### src/rtl/brskip_pkg.sv
package brskip_pkg;

  typedef enum logic [1:0] {
    KIND_FLAG     = 2'd0,
    KIND_SIGNED   = 2'd1,
    KIND_UNSIGNED = 2'd2,
    KIND_SKIP     = 2'd3
  } br_kind_e;

  // Status byte bit positions the compare kinds depend on
  localparam int unsigned SR_CARRY = 0;
  localparam int unsigned SR_NEG   = 2;
  localparam int unsigned SR_OVF   = 3;

  localparam int unsigned COST_W = 2;
  typedef logic [COST_W-1:0] cost_t;

  localparam cost_t COST_ONE   = 2'd1;
  localparam cost_t COST_TWO   = 2'd2;
  localparam cost_t COST_THREE = 2'd3;

endpackage

### src/rtl/brskip_cond.sv
module brskip_cond
  import brskip_pkg::*;
#(
  parameter int unsigned SR_W  = 8,
  localparam int unsigned SEL_W = $clog2(SR_W)
) (
  input  br_kind_e           kind,
  input  logic [SR_W-1:0]    sreg,
  input  logic [SEL_W-1:0]   sel,
  input  logic               pol,
  input  logic               tbit,
  output logic               take
);

  logic level;

  // Select the condition level for the request kind
  always_comb begin
    unique case (kind)
      KIND_FLAG:     level = sreg[sel];
      KIND_SIGNED:   level = sreg[SR_NEG] ^ sreg[SR_OVF];
      KIND_UNSIGNED: level = sreg[SR_CARRY];
      KIND_SKIP:     level = tbit;
      default:       level = 1'b0;
    endcase
  end

  // Polarity gives the level at which the instruction is taken
  assign take = ~(level ^ pol);

endmodule

### src/rtl/brskip_target.sv
module brskip_target
  import brskip_pkg::*;
#(
  parameter int unsigned PC_W  = 10,
  parameter int unsigned OFS_W = 7
) (
  input  br_kind_e          kind,
  input  logic              take,
  input  logic              two_word,
  input  logic [PC_W-1:0]   pc,
  input  logic [OFS_W-1:0]  ofs,
  output logic [PC_W-1:0]   pc_nxt
);

  localparam int unsigned EXT_W = PC_W - OFS_W;
  localparam logic [PC_W-1:0] STEP_ONE   = PC_W'(1);
  localparam logic [PC_W-1:0] STEP_TWO   = PC_W'(2);
  localparam logic [PC_W-1:0] STEP_THREE = PC_W'(3);

  logic [PC_W-1:0] ofs_ext;
  logic [PC_W-1:0] br_dest;
  logic [PC_W-1:0] skip_step;
  logic [PC_W-1:0] seq_dest;
  logic [PC_W-1:0] skip_dest;

  // The displacement is sign-extended to the counter width
  generate
    if (EXT_W > 0) begin : g_ext
      assign ofs_ext = {{EXT_W{ofs[OFS_W-1]}}, ofs};
    end else begin : g_noext
      assign ofs_ext = ofs[PC_W-1:0];
    end
  endgenerate

  // The three destinations are computed in parallel and then selected
  assign br_dest   = pc + ofs_ext + STEP_ONE;
  assign seq_dest  = pc + STEP_ONE;
  assign skip_step = two_word ? STEP_THREE : STEP_TWO;
  assign skip_dest = pc + skip_step;

  always_comb begin
    if (!take) begin
      pc_nxt = seq_dest;
    end else if (kind == KIND_SKIP) begin
      pc_nxt = skip_dest;
    end else begin
      pc_nxt = br_dest;
    end
  end

endmodule

### src/rtl/brskip_cost.sv
module brskip_cost
  import brskip_pkg::*;
(
  input  br_kind_e  kind,
  input  logic      take,
  input  logic      two_word,
  output cost_t     cyc
);

  always_comb begin
    if (!take) begin
      cyc = COST_ONE;
    end else if (kind == KIND_SKIP) begin
      cyc = two_word ? COST_THREE : COST_TWO;
    end else begin
      cyc = COST_TWO;
    end
  end

endmodule

### src/rtl/brskip_unit.sv
module brskip_unit
  import brskip_pkg::*;
#(
  parameter int unsigned PC_W  = 10,
  parameter int unsigned OFS_W = 7,
  parameter int unsigned SR_W  = 8,
  localparam int unsigned SEL_W = $clog2(SR_W)
) (
  input  logic              clk,
  input  logic              rst_n,
  input  logic              req_valid,
  input  logic [1:0]        req_kind,
  input  logic [SEL_W-1:0]  flag_sel,
  input  logic              polarity,
  input  logic [OFS_W-1:0]  rel_offset,
  input  logic [PC_W-1:0]   pc_cur,
  input  logic [SR_W-1:0]   sreg,
  input  logic              test_bit,
  input  logic              next_two_word,
  output logic              res_valid,
  output logic              taken,
  output logic [PC_W-1:0]   pc_next,
  output logic [1:0]        cycles
);

  br_kind_e        kind;
  logic            take_c;
  logic [PC_W-1:0] pc_c;
  cost_t           cyc_c;

  logic            valid_q, valid_d;
  logic            taken_q, taken_d;
  logic [PC_W-1:0] pc_q,    pc_d;
  cost_t           cyc_q,   cyc_d;

  assign kind = br_kind_e'(req_kind);

  brskip_cond #(.SR_W(SR_W)) u_cond (
    .kind (kind),
    .sreg (sreg),
    .sel  (flag_sel),
    .pol  (polarity),
    .tbit (test_bit),
    .take (take_c)
  );

  brskip_target #(.PC_W(PC_W), .OFS_W(OFS_W)) u_target (
    .kind     (kind),
    .take     (take_c),
    .two_word (next_two_word),
    .pc       (pc_cur),
    .ofs      (rel_offset),
    .pc_nxt   (pc_c)
  );

  brskip_cost u_cost (
    .kind     (kind),
    .take     (take_c),
    .two_word (next_two_word),
    .cyc      (cyc_c)
  );

  // Next-state: capture on a request, hold otherwise
  always_comb begin
    valid_d = req_valid;
    taken_d = taken_q;
    pc_d    = pc_q;
    cyc_d   = cyc_q;
    if (req_valid) begin
      taken_d = take_c;
      pc_d    = pc_c;
      cyc_d   = cyc_c;
    end
  end

  always_ff @(posedge clk or negedge rst_n) begin
    if (!rst_n) begin
      valid_q <= 1'b0;
      taken_q <= 1'b0;
      pc_q    <= '0;
      cyc_q   <= '0;
    end else begin
      valid_q <= valid_d;
      taken_q <= taken_d;
      pc_q    <= pc_d;
      cyc_q   <= cyc_d;
    end
  end

  assign res_valid = valid_q;
  assign taken     = taken_q;
  assign pc_next   = pc_q;
  assign cycles    = cyc_q;

endmodule

### config.mk
export PLATFORM = sky130hd
export DESIGN_NAME = brskip_unit
export DESIGN_NICKNAME = d
export VERILOG_FILES = /design/src/rtl/brskip_pkg.sv /design/src/rtl/brskip_cond.sv /design/src/rtl/brskip_target.sv /design/src/rtl/brskip_cost.sv /design/src/rtl/brskip_unit.sv
export SDC_FILE = /design/constraint.sdc
export NUM_CORES = 1
export LEC_CHECK = 0
export ABC_AREA = 1
export BUFFER_PORTS_ARGS = -buffer_cell sky130_fd_sc_hd__buf_2
export CAP_MARGIN = 0
export CORE_MARGIN = 2
export CORE_UTILIZATION = 35
export CTS_CLUSTER_DIAMETER = 40
export DETAILED_ROUTE_END_ITERATION = 7
export PLACE_DENSITY = 0.6
export SLEW_MARGIN = 20
export SYNTH_ARGS = -nofsm -noshare
export SYNTH_HDL_FRONTEND = slang
export SYNTH_SLANG_ARGS = --single-unit
### constraint.sdc
create_clock -name clk -period 0.9 [get_ports clk]
set_input_delay 0 -clock clk [delete_from_list [all_inputs] [get_ports clk]]
set_output_delay 0 -clock clk [all_outputs]
set_load 0.01 [all_outputs]
; After elaboration in Yosys (flattened, before gate mapping)
; Index checks and enable logic that the tools add are counted.
[word_totals]
ramBits = 0
regBits = 14
elab_cells = 25
romBits = 0
latchBits = 0
out_inout_bits = 14
mem_count = 0
[classes]
bitwise = 3
n_shift = 0
multipliers = 0
add_sub_neg = 4
reduce_logical = 1
n_eq_ne = 3
mux = 9
n_lt_le_gt_ge = 1
div_mod_pow = 0
[ops]
columns = op, n
row1 = "adder 10 x 1 -> 10 bit, second input constant", 2
row2 = adder 10 bit, 2
row3 = two-way mux 10 bit, 2
row4 = "equality test 2 bit, second input constant", 2
row5 = "< comparator 3 x 4 -> 1 bit, second input constant", 1
row6 = two-way mux 2 bit, 2
row7 = case mux 1 bit (4 select lines), 1
row8 = binary-select mux 1 bit (select 3 bit), 1
row9 = two-way mux 1 bit, 3
row10 = "equality test 2 x 1 -> 1 bit, second input constant", 1
row11 = zero test 2 bit, 1
row12 = bitwise XOR 1 bit, 2
row13 = NOT 1 bit, 1

; Longest topological paths before layout
; Gate-level depths: netlist of the first run.
[logic_depth]
ltp_word = 5
depth_mapped = 15

; Modules after synthesis
; Synthesis of the first run repeated with hierarchy kept, for this count alone.
[hier_totals]
hier_cells = 277
area_unflattened_um2 = 1694.1
[modules_own_cells]
columns = module, cells_per_inst, area_each_um2, seq_area_each_um2, n_inst
row1 = brskip_target, 189, 1017.2, 0.0, 1
row2 = brskip_unit, 56, 519.2, 350.3, 1
row3 = brskip_cond, 29, 141.4, 0.0, 1
row4 = brskip_cost, 3, 16.3, 0.0, 1

; Worst setup path before layout of the first run
; OpenSTA, ideal clock, no wires.
[synth_path]
path_type = input port to flip-flop
startpoint = input port rel_offset[0]
endpoint = register pc_q[8] (netlist: pc_next[8])
setup_time_ns = 0.116
t_arrival_ns = 1.215
slack_ns = -0.431
n_path_buf = 0
stages = 14
cell_sequence = inv_1 > ha_1 > inv_1 > fa_1 > nand2_1 > nand2_1 > nand3_1 > nand3_1 > nand3_1 > nand2_1 > nand2_1 > nand2_1 > nand2_1 > nand2_1
[synth_via]
elab_chain_cells = 4
[synth_lines]
columns = element, line_no
row1 = from (decl), brskip_unit.sv:15  ; input logic [OFS_W-1:0] rel_offset,
row2 = adder 10 bit, brskip_target.sv:36  ; assign br_dest = pc + ofs_ext + STEP_ONE;
row3 = adder 10 x 1 -> 10 bit, brskip_target.sv:36
row4 = two-way mux 10 bit, brskip_target.sv:44  ; end else if (kind == KIND_SKIP) begin
row5 = two-way mux 10 bit, brskip_target.sv:42  ; if (!take) begin
row6 = to (signal assigned), brskip_unit.sv:85  ; pc_q <= pc_d;
row7 = to (decl), brskip_unit.sv:33  ; logic [PC_W-1:0] pc_q, pc_d;
; Every way passes these cells.
; A chain may end at the register's enable or synchronous reset.

; Worst setup path after layout of the first run
[layout_path]
startpoint = input port pc_cur[0]
endpoint = register pc_q[4] (netlist: pc_next[4])
[layout_via]
elab_chain_cells = 4
word_cells_on_any_way = 6
classes_between = 4 x add/sub / 2 x mux
[layout_lines]
columns = element, line_no
row1 = from (decl), brskip_unit.sv:16  ; input logic [PC_W-1:0] pc_cur,
row2 = adder 10 bit, brskip_target.sv:36
row3 = adder 10 x 1 -> 10 bit, brskip_target.sv:36
row4 = two-way mux 10 bit, brskip_target.sv:44
row5 = two-way mux 10 bit (*), brskip_target.sv:42
; Mark *: on every way between the ends. The rest lies on a longest branch, timed or not.

==> flow_results.org, run 1 <==
** Outcome
- Status :: finished with violations
- The checks that failed: negative setup slack.

** Route
- In this run the remaining antenna-violating nets after routing total 0.
- Using the TritonRoute via totals, the vias-per-cell ratio works out to 4.803.
- Via count :: 1,998
- After detailed routing, the average wire length per cell comes to 11.48 um.
- Number of DRC violations after detailed routing :: 0
- Wires add up to 4774 um.
- Iter 0 DRT Violations :: 53
- The first TritonRoute pass finished after 4 iterations.

** Global routing
- Entering global routing, the biggest net connects 14 pins.
- After global routing the overflow that remains totals 0.
- The via count of the first global-routing pass is 1,758.
- Antenna violations before repair :: 0
- Total track usage :: 17.52%
- The first global-routing pass estimated 7562 um of wire.

** STA
- After layout, the worst path uses 130.9% of the clock period.
- Setup repair after global routing could not meet its margin everywhere.
- Max Clock Freq :: 848.5 MHz
- In the final timing run, aggregate negative setup slack is -1434 ps.
- Setup violations remaining at the end of the flow were counted as 11.
- The clock arrives with 0 ps of skew.
- Worst Slack Setup Final :: -278.5 ps
- Slew @ Worst Pin :: 312.0 ps
- The final number of max-transition violations is 0.
- The worst path in the final design needs a cycle of 1179 ps, including I/O delays and setup.
- The final count of hold timing violations came to 0.
- In this run the tightest slew margin relative to its limit is 79.18%.

** Placement
- Final weighted congestion of routability-driven global placement :: 0.8583
- Placed Cells incl. Taps :: 404
- DP Area :: 2392 sq um
- Worst slack at placement :: -630.9 ps
- Number of I/O port buffers :: 49
- HPWL reported at the end of detailed placement :: 3727 um

** Setup path
- Walking the worst path, the cells encountered are buf_12 > inv_12 > ha_4 > inv_4 > fa_2 > nand2_2 > nand2_4 > nand2_2 > xnor2_2 > o21ai_1 > nand2_1 > nand3_1 > nand2_1.
- Logic depth of the worst setup path including buffers :: 13
- Slowest cell on the critical path :: sky130_fd_sc_hd__fa_2
- The worst setup path is captured at a register.
- Tracing the worst setup path back leads to its startpoint at pc_cur[0].
- Worst R2R Start :: cycles[0]
- Required time worst endpoint :: 1030 ps
- Peak per-stage delay on the critical path :: 340 ps
- CP Class :: input pin to register
- The most critical setup path has its endpoint at pc_next[4].
- Crit path buf inv count :: 3
- STA classifies the critical path startpoint as an input pin.
- In this run the worst path has a maximum fanout of 3.
- The endpoint identified for the worst register-to-register timing path is cycles[0].
- Grouping stages by cell kind, the critical path spends the most delay in adder cells.
- The setup check on the worst reg-to-reg path leaves a slack of 270 ps.
- For the worst flop-to-flop path, the logic depth is 2.
- Arr. time, crit path :: 1310 ps

** Layout
- Cells with a size suffix above 1 make up 47.24% of the layout.
- After routing the design area is 2760 sq um.
- The number of antenna diodes in the final layout is 0.
- Once layout is complete, the cells apart from fillers number 416.
- Post-layout nets :: 412
- Signed area change from the synthesized netlist to the final layout :: 62.56%

** Power
- Leak Pwr :: 1.402 nW
- Sequential Power Share :: 26.0%
- IR Drop Worst-Case VDD :: 455.4 uV
- The analysis attributes to net switching a power of 1.054 mW.
- In this run, the clock network consumes 18.1% of the power.
- The internal power of the cells totals 1.703 mW.
- Combinational cells account for 55.8% of the total power.
- Power spread over the standard cell area amounts to 998.8 nW/um^2.
- Overall power consumption after layout is estimated at 2.757 mW.
- In this run switching power makes up 38.22% of total power.

** Floorplanning
- The floorplan has 25 rows.
- Die Span Y :: 73.65 um
- Number of I/O pins :: 50
- CORE AREA :: 4692 sq um
- The die covers 5424 sq um.
- Effective utilization at floorplan :: 36.19%
- From left edge to right edge, the die measures 73.65 um.

** Clock network
- Clk pin slew, worst setup/hold paths :: 50 ps
- In this run the number of H-tree levels came out at 1.
- CTS Root Cell :: sky130_fd_sc_hd__clkbuf_8
- Clock Sink Count :: 13
- Number of buffers created by CTS :: 3
- TritonCTS built the clock tree.
- CTS Buffer Depth :: 2
- Clk Latency, worst-skew pair :: 240 ps

** Yosys
- The average instance in the mapped netlist occupies 6.174 sq um.
- Sequential share of the synthesized area :: 19.16%
- Synthesis warning total :: 0
- Counting every net in the synthesized netlist gives 324.
- The synthesized design contains 0 enable-type register cells.
- Counting distinct cell types in the post-synthesis netlist gives 32.
- Synth Register Bits :: 13
- Dominant register cell in the synthesized netlist :: sky130_fd_sc_hd__dfrtp_1
- After synthesis the cells add up to 1698 sq um.
- Number of instances in the synthesized netlist :: 275
- Async set or reset register ratio after synthesis :: 100.0%

** Worst hold path
- The path class of the tightest hold or removal check is input pin to register.

** Flow run
- Max-cap viol count :: 0
## synthesized netlist by cell type, types with 3 or more instances
cell                       instances  area [sq um]
sky130_fd_sc_hd__a21oi_1           6         30.03
sky130_fd_sc_hd__buf_6             3         33.78
sky130_fd_sc_hd__dfrtp_1          13         325.3
sky130_fd_sc_hd__ha_1             12         150.1
sky130_fd_sc_hd__inv_1            31         116.4
sky130_fd_sc_hd__nand2_1          92         345.3
sky130_fd_sc_hd__nand2_2           3         18.77
sky130_fd_sc_hd__nand3_1          41         205.2
sky130_fd_sc_hd__nand3_2           4         40.04
sky130_fd_sc_hd__nand3b_1          5         37.54
sky130_fd_sc_hd__nand4_1           3         18.77
sky130_fd_sc_hd__nor2_1           19         71.32
sky130_fd_sc_hd__o21ai_0          10         50.05
sky130_fd_sc_hd__xnor2_1           4         35.03
sky130_fd_sc_hd__xor2_1            8         70.07
## per-layer routing
metal | routed length, um | part of all wire, % | track usage (%) | vias to the layer above
li1 | - | - | - | 1063
met1 | 2194 | 46 | 22.60 | 893
met2 | 2401 | 50 | 31.15 | 37
met3 | 114 | 2.4 | 0.4115 | 5
met4 | 63 | 1.3 | 6.061 | 0
met5 | 0 | 0 | 0 | -
## worst min-delay path by stage
stage                     slack [ps]       from         end  cells after the start
final                             60  req_valid  pc_next[8]                      3
after global routing              70  req_valid       taken                      3
after CTS                        -40  req_valid   res_valid                      1
after detailed placement        -110      rst_n  pc_next[1]                      1
after global placement          -110      rst_n  pc_next[1]                      1
after floorplan                 -300      rst_n   cycles[0]                      0
## state kept, by name, indices dropped and copies added, names as in the netlist
name       cells
cycles         1
pc_next       10
res_valid      1
taken          1
## final cells by class
| cell class | count | area (sq um) |
|---|---|---|
| timing repair buffer | 91 | 614.3 |
| clock buffer | 4 | 45.04 |
| inverter | 33 | 146.4 |
| tap | 54 | 67.56 |
| multi-input combinational | 221 | 1562 |
| sequential | 13 | 325.3 |
| fill | 454 | 1932 |
## power groups by stage
stage | logic (mW) | registers, mW | clock network, mW
global placement | 1.28 | 0.723 | 0
finish | 1.54 | 0.717 | 0.500
detailed placement | 1.29 | 0.728 | 0
CTS | 1.41 | 0.719 | 0.518
global route | 1.70 | 0.728 | 0.543
floorplan | 0.755 | 0.776 | 0
## through the flow
stage / hold WS, ps / utilization [%]
3_5_place_dp: -108.4 / 50.99
2_1_floorplan: -295.6 / -
6_report: 58.89 / 58.83
5_1_grt: 73.26 / 58.83
4_1_cts: -43.39 / 55.92
3_3_place_gp: -107.2 / 50.99
## placed cells by master (no fill, tap or decap), drive strengths merged, types with 2 or more instances in the layout
master / instances
inv: 33
o211ai: 2
buf: 89
nand3b: 5
clkbuf: 4
nor3: 3
a21oi: 7
dfrtp: 13
nand2: 96
nor2: 20
nand4: 3
dlygate4sd3: 2
o21ai: 10
ha: 12
nand3: 45
xnor2: 4
xor2: 8
## what timing repair did
action / CTS / global route
gates resized for setup: 39 / 28
endpoints found under the hold margin: 14 / 1
setup endpoints to repair: 10 / 12
buffers inserted: 5 / 2
hold buffers: 1 / 1
cloned: 0 / 2
pin swaps: 27 / 31
## worst register-to-register path, stage by stage (launching register included)
cell and delay [ps]:
sky130_fd_sc_hd__dfrtp_1 370, sky130_fd_sc_hd__nor2_1 90, sky130_fd_sc_hd__a31oi_1 40
## logic make-up after synthesis
group,count (synthesis),synth area share (%)
simple gates,172,45.32
buf+inv,42,11.57
compound gates,23,7.738
fa+ha+maj,13,10.02
flops,13,19.16
xor+xnor,12,6.190
No activity file was read; power rests on OpenSTA's default activity.
==> run 2, diff against run 1 <==
--- a/config.mk
+++ b/config.mk
@@ -6,7 +6,7 @@
 export NUM_CORES = 1
 export LEC_CHECK = 0
 export ABC_AREA = 1
-export BUFFER_PORTS_ARGS = -buffer_cell sky130_fd_sc_hd__buf_2
+export BUFFER_PORTS_ARGS = -buffer_cell sky130_fd_sc_hd__clkbuf_2
 export CAP_MARGIN = 0
 export CORE_MARGIN = 2
 export CORE_UTILIZATION = 35
==> flow_results.org, run 2 (same netlist as run 1, synthesis figures left out) <==
** STA
- Crit share post-route :: 133.8%
- Final worst clock skew :: 0 ps
- Final Max Tran Viols :: 0
- Final setup violation count :: 11
- The final count of hold timing violations came to 0.
- For this run, the top clock speed supported by timing is 830.7 MHz.
- Summed over all failing endpoints, the final setup total negative slack is -1660 ps.
- Rel. slew slack :: 74.65%
- Period minus WS final :: 1204 ps
- RSZ-0062 raised after global routing :: true
- At the pin with the least slew margin, the transition time is 378.5 ps.
- Worst Slack Setup Final :: -303.9 ps

** Global routing
- The first global-routing pass estimated 7755 um of wire.
- The initial antenna violation count came to 0.
- Remaining global-route overflow :: 0
- The via count of the first global-routing pass is 1,848.
- Largest net degree at the start of global routing :: 14
- In the global route stage, overall resource usage came out at 17.71%.

** Power
- VDD sags by at most 577.3 uV.
- Sequential cells account for 26.7% of the total power.
- The analysis attributes to net switching a power of 1.031 mW.
- For this design the static power due to leakage is 1.373 nW.
- Part of the power in the clock network :: 18.8%
- Power share of the combinational group :: 54.5%
- Cell internal power was estimated by the tool at 1.679 mW.
- In this run the power density over the cells is 999.4 nW/um^2.
- Net switching fraction of the power :: 38.05%

** Layout
- The net count of the finished layout is 409.
- The library cell used most frequently in the layout, excluding fill and tap cells, is sky130_fd_sc_hd__nand2_1.
- Number of antenna diodes :: 0
- Share of final-layout standard cells stronger than drive strength 1 :: 45.13%
- Signed area change from the synthesized netlist to the final layout :: 59.69%
- Most frequent cells in the layout :: sky130_fd_sc_hd__nand2_1 (77), sky130_fd_sc_hd__clkbuf_2 (42), sky130_fd_sc_hd__buf_4 (33)
- The register with the most flip-flops in the layout has 10 of them.

** Outcome
- Failing checks :: negative setup slack
- Status :: finished with violations

** Clock network
- CTS H-tree lvls :: 1
- The cell sitting at the root of the clock tree is a sky130_fd_sc_hd__clkbuf_8.
- Clock-pin slew was measured on the worst setup and hold paths at 50 ps.
- CTS saw 13 sinks.
- Clock tree from TritonCTS :: built
- Clock tree synthesis inserted a total of 3 buffers.
- CTS Buffer Depth :: 2
- Clk Latency, worst-skew pair :: 240 ps

** Setup path
- The slowest stage of the critical path belongs to the cell sky130_fd_sc_hd__fa_2.
- Critical Path Source Type :: input pin
- STA classifies the critical path endpoint as a register.
- The critical path contains buffers and inverters numbering 3 combined.
- Reg2reg path depth :: 2
- Arr. time, crit path :: 1340 ps
- Cells along the critical path :: clkbuf_16 > inv_12 > ha_4 > inv_4 > fa_2 > nand2_2 > nand2_2 > nand4_1 > a21oi_2 > o21ai_1 > nand2_1 > nand3_1 > nand2_1
- CP Class :: input pin to register
- Required time worst endpoint :: 1030 ps
- Peak per-stage delay on the critical path :: 350 ps
- Among cell families on the critical path, the largest total delay comes from adder cells.
- Logic depth of the worst setup path including buffers :: 13
- Max FO, Critical Path :: 3

** Placement
- Number of I/O port buffers :: 49
- Final weighted congestion of routability-driven global placement :: 0.9027
- Timing analysis after detailed placement gives a worst setup slack of -675.4 ps.
- HPWL reported at the end of detailed placement :: 3816 um

** Floorplanning
- Number of I/O pins :: 50
- Once the floorplan was initialized, standard cells occupied 36.19% of the core.
- CORE AREA :: 4692 sq um
- Die width :: 73.65 um
- Die area :: 5424 sq um
- The initialized floorplan defines 25 standard-cell rows.
- From bottom edge to top edge, the die measures 73.65 um.

** Route
- Total wire length :: 4719 um
- Router iterations before antenna repair :: 5
- The first routing iteration left 55 violations.
- The detailed router placed 1,986 vias in this run.
- Avg WL per Cell :: 11.43 um
- Residual antenna-violating net count after detailed routing :: 0
- Number of DRC violations after detailed routing :: 0
- Via-per-instance ratio :: 4.809

** Worst hold path
- The worst hold path was traced through 3 stages.
- The worst hold path belongs to the class input pin to register.

** Flow run
- Across the run, the number of max-cap violations was 0.
## run 2: cell count changes in the layout (fill, tap and decap cells not counted), moves of 3 or more
cell                       previous run  this run
sky130_fd_sc_hd__clkbuf_2             0        42
sky130_fd_sc_hd__nand3_1             28        31
sky130_fd_sc_hd__buf_2               45         0
sky130_fd_sc_hd__buf_4               36        33
sky130_fd_sc_hd__inv_1               23        20
sky130_fd_sc_hd__nand2_4              7         4
## run 2: path summary, 6_finish.rpt
check | from | to | slack, ps
min in group asynchronous | rst_n | res_valid | 170
setup reg to reg | cycles[0] | cycles[0] | 260
hold / removal | req_valid | pc_next[8] | 100
max in group asynchronous | rst_n | taken | 500
hold reg to reg | pc_next[5] | pc_next[5] | 470
setup / recovery | pc_cur[0] | pc_next[6] | -300
## run 2: metrics by stage
step           power (mW)  hold WS [ps]  cell area (sq um)  std cells  utilization, %
2_1_floorplan       1.532        -295.6               1892        275               -
3_3_place_gp        2.015        -96.32               2400        405           51.15
3_5_place_dp        2.034        -96.21               2400        405           51.15
4_1_cts             2.632         90.66               2570        411           54.77
5_1_grt             2.928         104.1               2711        413           57.79
6_report            2.710         101.5               2711        413           57.79
## run 2: per-layer routing
layer | GRT usage (%) | part of all wire (%) | routed length [um] | up-vias
met5 | 0 | 0 | 0 | -
li1 | - | - | - | 1059
met1 | 22.78 | 45 | 2134 | 864
met2 | 30.85 | 49 | 2312 | 54
met4 | 7.677 | 2.1 | 99 | 0
met3 | 0.4115 | 3.6 | 172 | 9
## run 2: cell type report
cell class,instances,area (sq um)
fillers,470,1981
multi-input cells,221,1495
repair buffers,88,624.3
flip-flops and latches,13,325.3
inverters,33,153.9
well taps,54,67.56
clock buffers,4,45.04
## run 2: power groups by stage
stage          Combinational, mW  Sequential, mW  Clock, mW
3_3_place_gp                1.29           0.728          0
4_1_cts                     1.38           0.724      0.529
3_5_place_dp                1.30           0.733          0
2_1_floorplan              0.755           0.776          0
6_report                    1.48           0.725      0.508
5_1_grt                     1.65           0.736      0.541
## run 2: tightest hold or removal path, stage by stage
cell                       delay (ps)
sky130_fd_sc_hd__clkbuf_2         160
sky130_fd_sc_hd__nand2_1          100
sky130_fd_sc_hd__nand2_1           40
## run 2: timing repair
action / in CTS / in global routing
gates cloned: 0 / 2
resized for setup: 26 / 37
hold buffers: 2 / 0
setup endpoints to repair: 11 / 12
setup buffers: 1 / 1
endpoints found under the hold margin: 14 / 0
pin swaps: 19 / 23
